## src/rtl/alm_pkg.sv

```systemverilog
`timescale 1ns/1ps
package alm_pkg;
    localparam int unsigned SEL_W = 3;
    localparam logic [7:0] OFF_CTRL  = 8'h00;
    localparam logic [7:0] OFF_COUNT = 8'h04;
    localparam logic [7:0] OFF_LIMIT = 8'h08;
    localparam logic [7:0] OFF_START = 8'h4C;
    localparam int unsigned FLAG_BIT = 7;

    typedef enum logic [1:0] {
        SRC_OFF   = 2'd0,
        SRC_SYS   = 2'd1,
        SRC_FIXED = 2'd2,
        SRC_EXT   = 2'd3
    } src_sel_e;

    typedef enum logic [1:0] {
        FLG_CLEAR = 2'd0,
        FLG_PEND  = 2'd1,
        FLG_SEEN  = 2'd2
    } flag_state_e;

    typedef struct packed {
        logic             ie;
        src_sel_e         src;
        logic [SEL_W-1:0] ps;
    } ctrl_t;
endpackage

```

## src/rtl/alm_prescaler.sv

```systemverilog
`timescale 1ns/1ps
module alm_prescaler
    import alm_pkg::*;
#(
    parameter int unsigned PS_W = SEL_W
) (
    input  logic            clk,
    input  logic            rst_n,
    input  src_sel_e        src,
    input  logic [PS_W-1:0] ps,
    input  logic            tick_fixed,
    input  logic            tick_ext,
    output logic            cnt_tick
);
    localparam int unsigned DIV_W = (1 << PS_W) - 1;

    logic             src_pulse;
    logic [DIV_W-1:0] div_q;
    logic [DIV_W-1:0] mask;

    always_comb begin
        unique case (src)
            SRC_OFF:   src_pulse = 1'b0;
            SRC_SYS:   src_pulse = 1'b1;
            SRC_FIXED: src_pulse = tick_fixed;
            SRC_EXT:   src_pulse = tick_ext;
            default:   src_pulse = 1'b0;
        endcase
    end

    assign mask     = ~({DIV_W{1'b1}} << ps);
    assign cnt_tick = src_pulse && ((div_q & mask) == mask);

    always_ff @(posedge clk) begin
        if (!rst_n)                div_q <= '0;
        else if (src == SRC_OFF)   div_q <= '0;
        else if (src_pulse)        div_q <= div_q + DIV_W'(1);
    end

    assert_tick_needs_src_R3: assert property (@(posedge clk) disable iff (!rst_n)
        cnt_tick |-> (src != SRC_OFF));
endmodule

```

## src/rtl/alm_counter.sv

```systemverilog
`timescale 1ns/1ps
module alm_counter #(
    parameter int unsigned CNT_W = 16
) (
    input  logic             clk,
    input  logic             rst_n,
    input  logic             cnt_tick,
    input  logic             load_start,
    input  logic [CNT_W-1:0] start_val,
    input  logic [CNT_W-1:0] limit_val,
    output logic [CNT_W-1:0] count,
    output logic             wrap
);
    logic at_limit;

    assign at_limit = (count == limit_val);
    assign wrap     = cnt_tick && !load_start && at_limit;

    always_ff @(posedge clk) begin
        if (!rst_n)          count <= '0;
        else if (load_start) count <= start_val;
        else if (cnt_tick)   count <= at_limit ? start_val : count + CNT_W'(1);
    end

    assert_cnt_hold_R5: assert property (@(posedge clk) disable iff (!rst_n)
        (!cnt_tick && !load_start) |=> $stable(count));
    assert_reload_R6: assert property (@(posedge clk) disable iff (!rst_n)
        wrap |=> (count == $past(start_val)));
    assert_cnt_load_R7: assert property (@(posedge clk) disable iff (!rst_n)
        load_start |=> (count == $past(start_val)));
endmodule

```

## src/rtl/alm_flag_fsm.sv

```systemverilog
`timescale 1ns/1ps
module alm_flag_fsm
    import alm_pkg::*;
(
    input  logic clk,
    input  logic rst_n,
    input  logic wrap,
    input  logic ctrl_rd,
    input  logic clr_wr,
    output logic flag
);
    flag_state_e state_q, state_d;

    always_comb begin
        state_d = state_q;
        unique case (state_q)
            FLG_CLEAR: if (wrap) state_d = FLG_PEND;
            FLG_PEND:  if (!wrap && ctrl_rd) state_d = FLG_SEEN;
            FLG_SEEN: begin
                if (wrap)        state_d = FLG_PEND;
                else if (clr_wr) state_d = FLG_CLEAR;
            end
            default:   state_d = FLG_CLEAR;
        endcase
    end

    always_ff @(posedge clk) begin
        if (!rst_n) state_q <= FLG_CLEAR;
        else        state_q <= state_d;
    end

    always_comb begin
        flag = (state_q != FLG_CLEAR);
    end

    assert_wrap_sets_flag_R6: assert property (@(posedge clk) disable iff (!rst_n)
        wrap |=> flag);
    assert_clear_needs_arm_R8: assert property (@(posedge clk) disable iff (!rst_n)
        $fell(flag) |-> $past(state_q == FLG_SEEN && clr_wr && !wrap));
    assert_race_disarms_R9: assert property (@(posedge clk) disable iff (!rst_n)
        (wrap && clr_wr) |=> (flag && state_q == FLG_PEND));
endmodule

```

## src/rtl/ovf_alarm_timer.sv

```systemverilog
`timescale 1ns/1ps
module ovf_alarm_timer
    import alm_pkg::*;
#(
    parameter int unsigned CNT_W  = 16,
    parameter int unsigned ADDR_W = 8,
    parameter int unsigned DATA_W = 32
) (
    input  logic              clk,
    input  logic              rst_n,
    input  logic              bus_sel,
    input  logic              bus_wr,
    input  logic [ADDR_W-1:0] bus_addr,
    input  logic [DATA_W-1:0] bus_wdata,
    output logic [DATA_W-1:0] bus_rdata,
    input  logic              tick_fixed,
    input  logic              tick_ext,
    output logic              irq
);
    ctrl_t            ctrl_q;
    logic [CNT_W-1:0] limit_q, start_q, count;
    logic             hit_ctrl, hit_count, hit_limit, hit_start;
    logic             wr_en, rd_en, cnt_tick, wrap, flag;

    assign hit_ctrl  = (bus_addr == ADDR_W'(OFF_CTRL));
    assign hit_count = (bus_addr == ADDR_W'(OFF_COUNT));
    assign hit_limit = (bus_addr == ADDR_W'(OFF_LIMIT));
    assign hit_start = (bus_addr == ADDR_W'(OFF_START));
    assign wr_en     = bus_sel && bus_wr;
    assign rd_en     = bus_sel && !bus_wr;

    always_ff @(posedge clk) begin
        if (!rst_n) begin
            ctrl_q  <= '{ie: 1'b0, src: SRC_OFF, ps: '0};
            limit_q <= {CNT_W{1'b1}};
            start_q <= '0;
        end else if (wr_en) begin
            if (hit_ctrl) begin
                ctrl_q.ps  <= bus_wdata[SEL_W-1:0];
                ctrl_q.src <= src_sel_e'(bus_wdata[SEL_W+1:SEL_W]);
                ctrl_q.ie  <= bus_wdata[6];
            end
            if (hit_limit) limit_q <= bus_wdata[CNT_W-1:0];
            if (hit_start) start_q <= bus_wdata[CNT_W-1:0];
        end
    end

    alm_prescaler #(.PS_W(SEL_W)) u_presc (
        .clk        (clk),
        .rst_n      (rst_n),
        .src        (ctrl_q.src),
        .ps         (ctrl_q.ps),
        .tick_fixed (tick_fixed),
        .tick_ext   (tick_ext),
        .cnt_tick   (cnt_tick)
    );

    alm_counter #(.CNT_W(CNT_W)) u_cnt (
        .clk        (clk),
        .rst_n      (rst_n),
        .cnt_tick   (cnt_tick),
        .load_start (wr_en && hit_count),
        .start_val  (start_q),
        .limit_val  (limit_q),
        .count      (count),
        .wrap       (wrap)
    );

    alm_flag_fsm u_flag (
        .clk     (clk),
        .rst_n   (rst_n),
        .wrap    (wrap),
        .ctrl_rd (rd_en && hit_ctrl),
        .clr_wr  (wr_en && hit_ctrl && !bus_wdata[FLAG_BIT]),
        .flag    (flag)
    );

    always_comb begin
        bus_rdata = '0;
        if (hit_ctrl)       bus_rdata = DATA_W'({flag, ctrl_q.ie, 1'b0, ctrl_q.src, ctrl_q.ps});
        else if (hit_count) bus_rdata = DATA_W'(count);
        else if (hit_limit) bus_rdata = DATA_W'(limit_q);
        else if (hit_start) bus_rdata = DATA_W'(start_q);
    end

    assign irq = flag && ctrl_q.ie;

    assert_irq_follows_enable_R10: assert property (@(posedge clk) disable iff (!rst_n)
        (wr_en && hit_ctrl && !bus_wdata[6]) |=> !irq);
endmodule

```

## config.mk

```make
export PLATFORM = sky130hd
export DESIGN_NAME = ovf_alarm_timer
export DESIGN_NICKNAME = d
export VERILOG_FILES = /design/src/rtl/alm_pkg.sv /design/src/rtl/alm_prescaler.sv /design/src/rtl/alm_counter.sv /design/src/rtl/alm_flag_fsm.sv /design/src/rtl/ovf_alarm_timer.sv
export SDC_FILE = /design/constraint.sdc
export NUM_CORES = 1
export LEC_CHECK = 0
export ABC_AREA = 1
export ABC_CLOCK_PERIOD_IN_PS = 1700
export BUFFER_PORTS_ARGS = -buffer_cell sky130_fd_sc_hd__buf_4
export CAP_MARGIN = 20
export CORE_MARGIN = 2
export CORE_UTILIZATION = 45
export CTS_BUF_LIST = sky130_fd_sc_hd__clkbuf_16
export CTS_CLUSTER_DIAMETER = 80
export CTS_CLUSTER_SIZE = 12
export DETAILED_ROUTE_END_ITERATION = 10
export PLACE_DENSITY_LB_ADDON = 0.05
export SYNTH_ARGS = -nofsm -noshare
export SYNTH_HDL_FRONTEND = slang
export SYNTH_HIERARCHICAL = 1
export SYNTH_SLANG_ARGS = --single-unit
export TNS_END_PERCENT = 10
```

## constraint.sdc

```tcl
create_clock -name clk -period 1.7 [get_ports clk]
set_clock_uncertainty 0.05 [all_clocks]
set_input_delay 0.34 -clock clk [delete_from_list [all_inputs] [get_ports clk]]
set_output_delay 0.34 -clock clk [all_outputs]
set_load 0.005 [all_outputs]
```

Yosys cells after proc, flatten, opt, wreduce, memory -nomap -nowiden --
Index checks and enable logic that the tools add are counted.
Word-level totals: bits of input ports 46, flip-flop bits (word level) 63, output and inout port bits 33
Cells by class: mux-type cells 13, equality and inequality tests 13, shift operators 1, reductions and logical operators 25, add/subtract/negate cells 2, bitwise logic cells 3
Operator list (count):
- $mux W16 | 7
- $add A16 B1 Y16 const B | 1
- $eq A16 B16 Y1 | 1
- $logic_and A1 B1 Y1 | 11
- $eq A8 B3 Y1 const B | 1
- $eq A8 B4 Y1 const B | 1
- $eq A8 B7 Y1 const B | 1
- $logic_not A8 Y1 | 1
- $mux W2 | 4
- $add A7 B1 Y7 const B | 1
- $and A7 B7 Y7 | 1
- $eq A7 B7 Y1 | 1
- $not A7 Y7 | 1
- $shl A7 B3 Y7 const A | 1
- $eq A2 B2 Y1 const B | 3
- $pmux W2 S3 | 1
- $reduce_and A2 Y1 | 3
- $eq A2 B1 Y1 const B | 2
- $logic_not A1 Y1 | 4
- $logic_not A2 Y1 | 2
- $ne A2 B1 Y1 const B | 2
- $pmux W1 S4 | 1
- $reduce_bool A2 Y1 | 2
- $ne A3 B1 Y1 const B | 1
- other kinds (3) | 3

Depth between registers and ports, before layout --
depth in word-level cells 11, depth in mapped cells 15

Cells and area by module --
The synthesis kept the hierarchy.
Modules (own cells, without submodules):
- ovf_alarm_timer | instances 1, sequential area each 760.7 µm², area each 2208.4 µm², cells each 341
- alm_counter | instances 1, sequential area each 320.3 µm², area each 1595.3 µm², cells each 284
- alm_prescaler | instances 1, sequential area each 140.1 µm², area each 449.2 µm², cells each 76
- alm_flag_fsm | instances 1, sequential area each 40.0 µm², area each 106.4 µm², cells each 16

Worst setup path before layout --
Ideal clock, no wire load.
kind reg2reg, start register ctrl_q[3] (netlist name), end register u_cnt.count[0], buffers on the path 1, clock period less this slack 1.754 ns, data arrival time 1.595 ns, stages on the path, launching flop included 13, path slack -0.054 ns, required time 1.541 ns, path through dfxtp_1 > inv_1 > nand3_1 > nand2_2 > nand2_1 > nor2_1 > nand2_1 > inv_1 > nor2_1 > dlygate4sd1_1 > a21oi_1 > nand2_1 > inv_1
On the way: longest elaborated chain between the ends 4, elaborated cells on any way between the ends 7
RTL lines:
- $eq A2 B2 Y1 (tied with other cells) | RTL line alm_prescaler.sv:22 | unique case (src)
- $pmux W1 S4 * | RTL line alm_prescaler.sv:22
- $logic_and A1 B1 Y1 * | RTL line alm_prescaler.sv:32 | assign cnt_tick = src_pulse && ((div_q & mask) == mask);
- via cnt_tick | RTL line ovf_alarm_timer.sv:23 | logic wr_en, rd_en, cnt_tick, wrap, flag;
- $reduce_bool A2 Y1 (no source line) *
- end signal: assignment | RTL line alm_counter.sv:21 | else if (load_start) count <= start_val;
- end signal: assignment | RTL line alm_counter.sv:22 | else if (cnt_tick) count <= at_limit ? start_val : count + CNT_W'(1);
- end: declaration | RTL line alm_counter.sv:11 | output logic [CNT_W-1:0] count,
The timed path passes the listed nets; every way through them passes the cells marked *. A chain may end at the register's enable or synchronous reset.

Final worst setup path --
start input port bus_addr[3], end output port bus_rdata[6]
On the way: longest elaborated chain between the ends 5, elaborated cells on any way between the ends 8
RTL lines:
- start: declaration | RTL line ovf_alarm_timer.sv:13 | input logic [ADDR_W-1:0] bus_addr,
- $eq A8 B7 Y1 | RTL line ovf_alarm_timer.sv:28 | assign hit_start = (bus_addr == ADDR_W'(OFF_START));
- $mux W16 | RTL line ovf_alarm_timer.sv:83 | else if (hit_start) bus_rdata = DATA_W'(start_q);
- $mux W16 | RTL line ovf_alarm_timer.sv:82 | else if (hit_limit) bus_rdata = DATA_W'(limit_q);
- $mux W16 | RTL line ovf_alarm_timer.sv:81 | else if (hit_count) bus_rdata = DATA_W'(count);
- $mux W16 * | RTL line ovf_alarm_timer.sv:80 | if (hit_ctrl) bus_rdata = DATA_W'({flag, ctrl_q.ie, 1'b0, ctrl_q.src, ctrl_q.ps});
- end: declaration | RTL line ovf_alarm_timer.sv:15 | output logic [DATA_W-1:0] bus_rdata,
Every way passes the cells marked *; elsewhere a longest branch is shown, timed or not.

==> reports/summary.txt <==
Run status: finished with violations
Failing checks: setup timing
Nets: 880
Logic gate share of total power: 6.1%
Share of flip-flops with an asynchronous set or reset: 0%
Final core utilization: 62.8%
# diodes: 0
Port bufs: 46
Hold EP: start_q[9]
DR vias/cell: 4.89
CTS tree: yes
Worst-path clk slew: 0.06 ns
Power Internal: 2880 uW
Pwr/cell area: 643 mW/mm^2
Initial core utilization: 46.7%
Number of setup violations in the final report: 11
Initial drt markers: 353
Tightest Pin Transition: 0.515 ns
Setup crit start kind: primary input
P_sw: 887 uW
Post-synth top flop: dfxtp_1
Clock power share: 54.7%
CTS buffer count: 9
Pre-Repair DR Iteration Count: 5
Overflow left after global routing: 0
Reg2reg start: u_cnt/count[1]
Antenna viol nets, final: 0
Register area share after synthesis: 28.9%
GRT Overall Usage: 25.9%
Worst Hold Path Cells: 3
Maxcap violations: 0
Clock tree buffer depth: 2
RSZ-0062 raised after global routing: true
Max H-tree Level: 3
Largest net degree at the start of global routing: 33
Filler instances: 888
GRT met1 Usage: 39.0%
Leakage: 0.00299 uW
Number of flops mapped to enable cells by yosys: 0
Critical R2R Capture: u_cnt/count[10]
Relative slew margins: 65.6%
Synth Warn #: 6
Max Fclk: 575 MHz
WL final: 13.0 mm
Crit path time final: 1.74 ns
First-pass GRT wire length: 20.9 mm
Yosys cell types: 33
Drt wl/cell: 13.4 microns
Vias: 4724
Core Box Area: 0.00933 sq mm
Max VDD drop: 0.000561 V
Final Total Pwr: 3760 uW
Die X: 102 microns
Worst-Skew Late Latency: 0.34 ns
Share of layout cells above drive strength 1: 28.1%
Cell count after synthesis: 717
Arrival @ worst endpoint: 1.35 ns
Vias in the first global route: 4158
Worst EP required: 1.31 ns
Fin. max-slew vios: 0
Post-DP HPWL: 9.55 mm
Met3 Use GR: 2.94%
CP Class: primary input to primary output
Post-Syn Area: 0.00436 sq mm
Die Y: 102 microns
Initial antenna violation count: 0
Period utilisation layout: 102%
Final hold violation count: 0
Worst Hold Class: primary input to flop
Reg2reg setup slack: 0.10 ns
Seq pwr share: 39.3%
Post-layout worst setup margin: -0.0381 ns
I/O pins: 79
# rows: 35
Residual DRC count: 0
M2 GR Usage: 39.0%
Global route hottest layer: met1
Syn avg cell area: 6.08 sq um
Worst r2r path cells: 9
Clock root cell: clkbuf_16
Synth-to-Final Area Change: 34.3%
Sw Share: 23.6%
Hold path startpoint: bus_wdata[9]
Die area: 0.0105 sq mm
CP endpoint kind: primary output
Crit Path Max Fanout: 5
Flops & latches, synth: 63
Clock Sinks: 63
GP Congestion: 0.877
[cells in the mapped netlist, types with 2 or more instances]
master	instances	area share [%]
nand3_2	9	2.1
inv_2	12	1.0
inv_1	84	7.2
nand2_4	2	0.52
clkbuf_8	4	1.3
buf_4	16	2.8
nor2_4	4	1.0
nor2_1	92	7.9
nand4_1	11	1.6
a21oi_1	18	2.1
ha_1	2	0.57
dfxtp_1	63	29
clkbuf_1	2	0.17
nand2_2	7	1.0
buf_2	9	1.0
a21boi_0	4	0.69
buf_6	7	1.8
o21ai_0	7	0.80
nand2_1	233	20
xor2_1	10	2.0
nand3_1	104	12
nor2_2	6	0.86
[per-stage QoR]
stage	worst slack, ns	area, sq um	hold slack (ns)	TNS [ns]	cells
finish	-0.0381	5860	0.186	-0.166	966
global route	-0.0827	5860	0.205	-1.03	966
CTS	-0.0526	5710	0.185	-0.569	963
detailed placement	-0.122	5200	0.459	-2.59	941
global placement	-0.0944	5200	0.439	-1.87	941
floorplan	-0.0490	4420	0.416	-0.531	732
[layout by cell type (no fill, tap or decap), drive strengths merged]
cell	n
conb	16
a21boi	5
and2	1
o21ai	7
inv	98
bufinv	2
and3b	1
o21a	1
a21oi	18
clkbuf	10
dfxtp	63
nand4	11
xor2	10
nand2	242
nor2	104
nor4	1
nand3	114
buf	127
ha	2
clkinv	4
[cell type report]
class	instances	area (sq um)	area share, %
timing repair buffer	128	1090	18.6
clock buffer	9	225	3.85
multi-input combinational	533	2610	44.6
inverter	97	369	6.30
clock inverter	7	104	1.77
sequential	63	1290	22.1
tap	129	161	2.76
[repair_timing]
item | 4_1_cts | 5_1_grt
buffers inserted | 6 | 2
gates resized for setup | 28 | 51
gates cloned | 2 | 1
hold buffers | 0 | 0
pin swaps | 21 | 19
endpoints found under the setup margin | 31 | 48
[critical path: stages]
cell and delay (ns):
buf_4 0.11, buf_4 0.14, nor2_2 0.11, nand2_2 0.11, nor2_4 0.20, nand2_1 0.07
nand4_1 0.13, buf_4 0.14
[registers in the layout, summed over array words and instances (netlist names)]
register,flops
u_flag/state_q,2
u_cnt/count,16
start_q,16
limit_q,16
ctrl_q,6
u_presc/div_q,7
[power by group through the flow]
stage                     clock, uW  combinational, uW  sequential (uW)
after floorplan                   0                111             1510
after global routing           2150                249             1480
final                          2060                228             1480
after detailed placement          0                198             1510
after CTS                      2090                216             1480
after global placement            0                196             1510
[metal layers]
| layer | wire [microns] | vias up |
|---|---|---|
| met3 | 799 | 18 |
| met4 | 197 | 0 |
| li1 | - | 2434 |
| met5 | 0 | - |
| met2 | 5600 | 157 |
| met1 | 6380 | 2115 |
[worst max path at each step]
| stage | start | endpoint | slack, ns | cells after the start |
|---|---|---|---|---|
| floorplan | ctrl_q[3] | u_cnt/count[13] | -0.05 | 13 |
| detailed placement | tick_ext | u_cnt/count[6] | -0.12 | 14 |
| global placement | tick_ext | u_cnt/count[1] | -0.09 | 14 |
| finish | bus_addr[3] | bus_rdata[6] | -0.04 | 8 |
| CTS | bus_addr[1] | bus_rdata[6] | -0.05 | 9 |
| global route | bus_addr[3] | bus_rdata[14] | -0.08 | 9 |
[kinds of logic after synthesis]
logic type / synth area share, %
and+or+nand+nor: 48.4
buffers and inverters: 16.0
DFF: 28.9
AOI/OAI and AO/OA: 3.99
xor gates and xnor gates: 2.01
adders and majority gates: 0.574
other: 0.0860
Power figures use the tool's default switching activity.
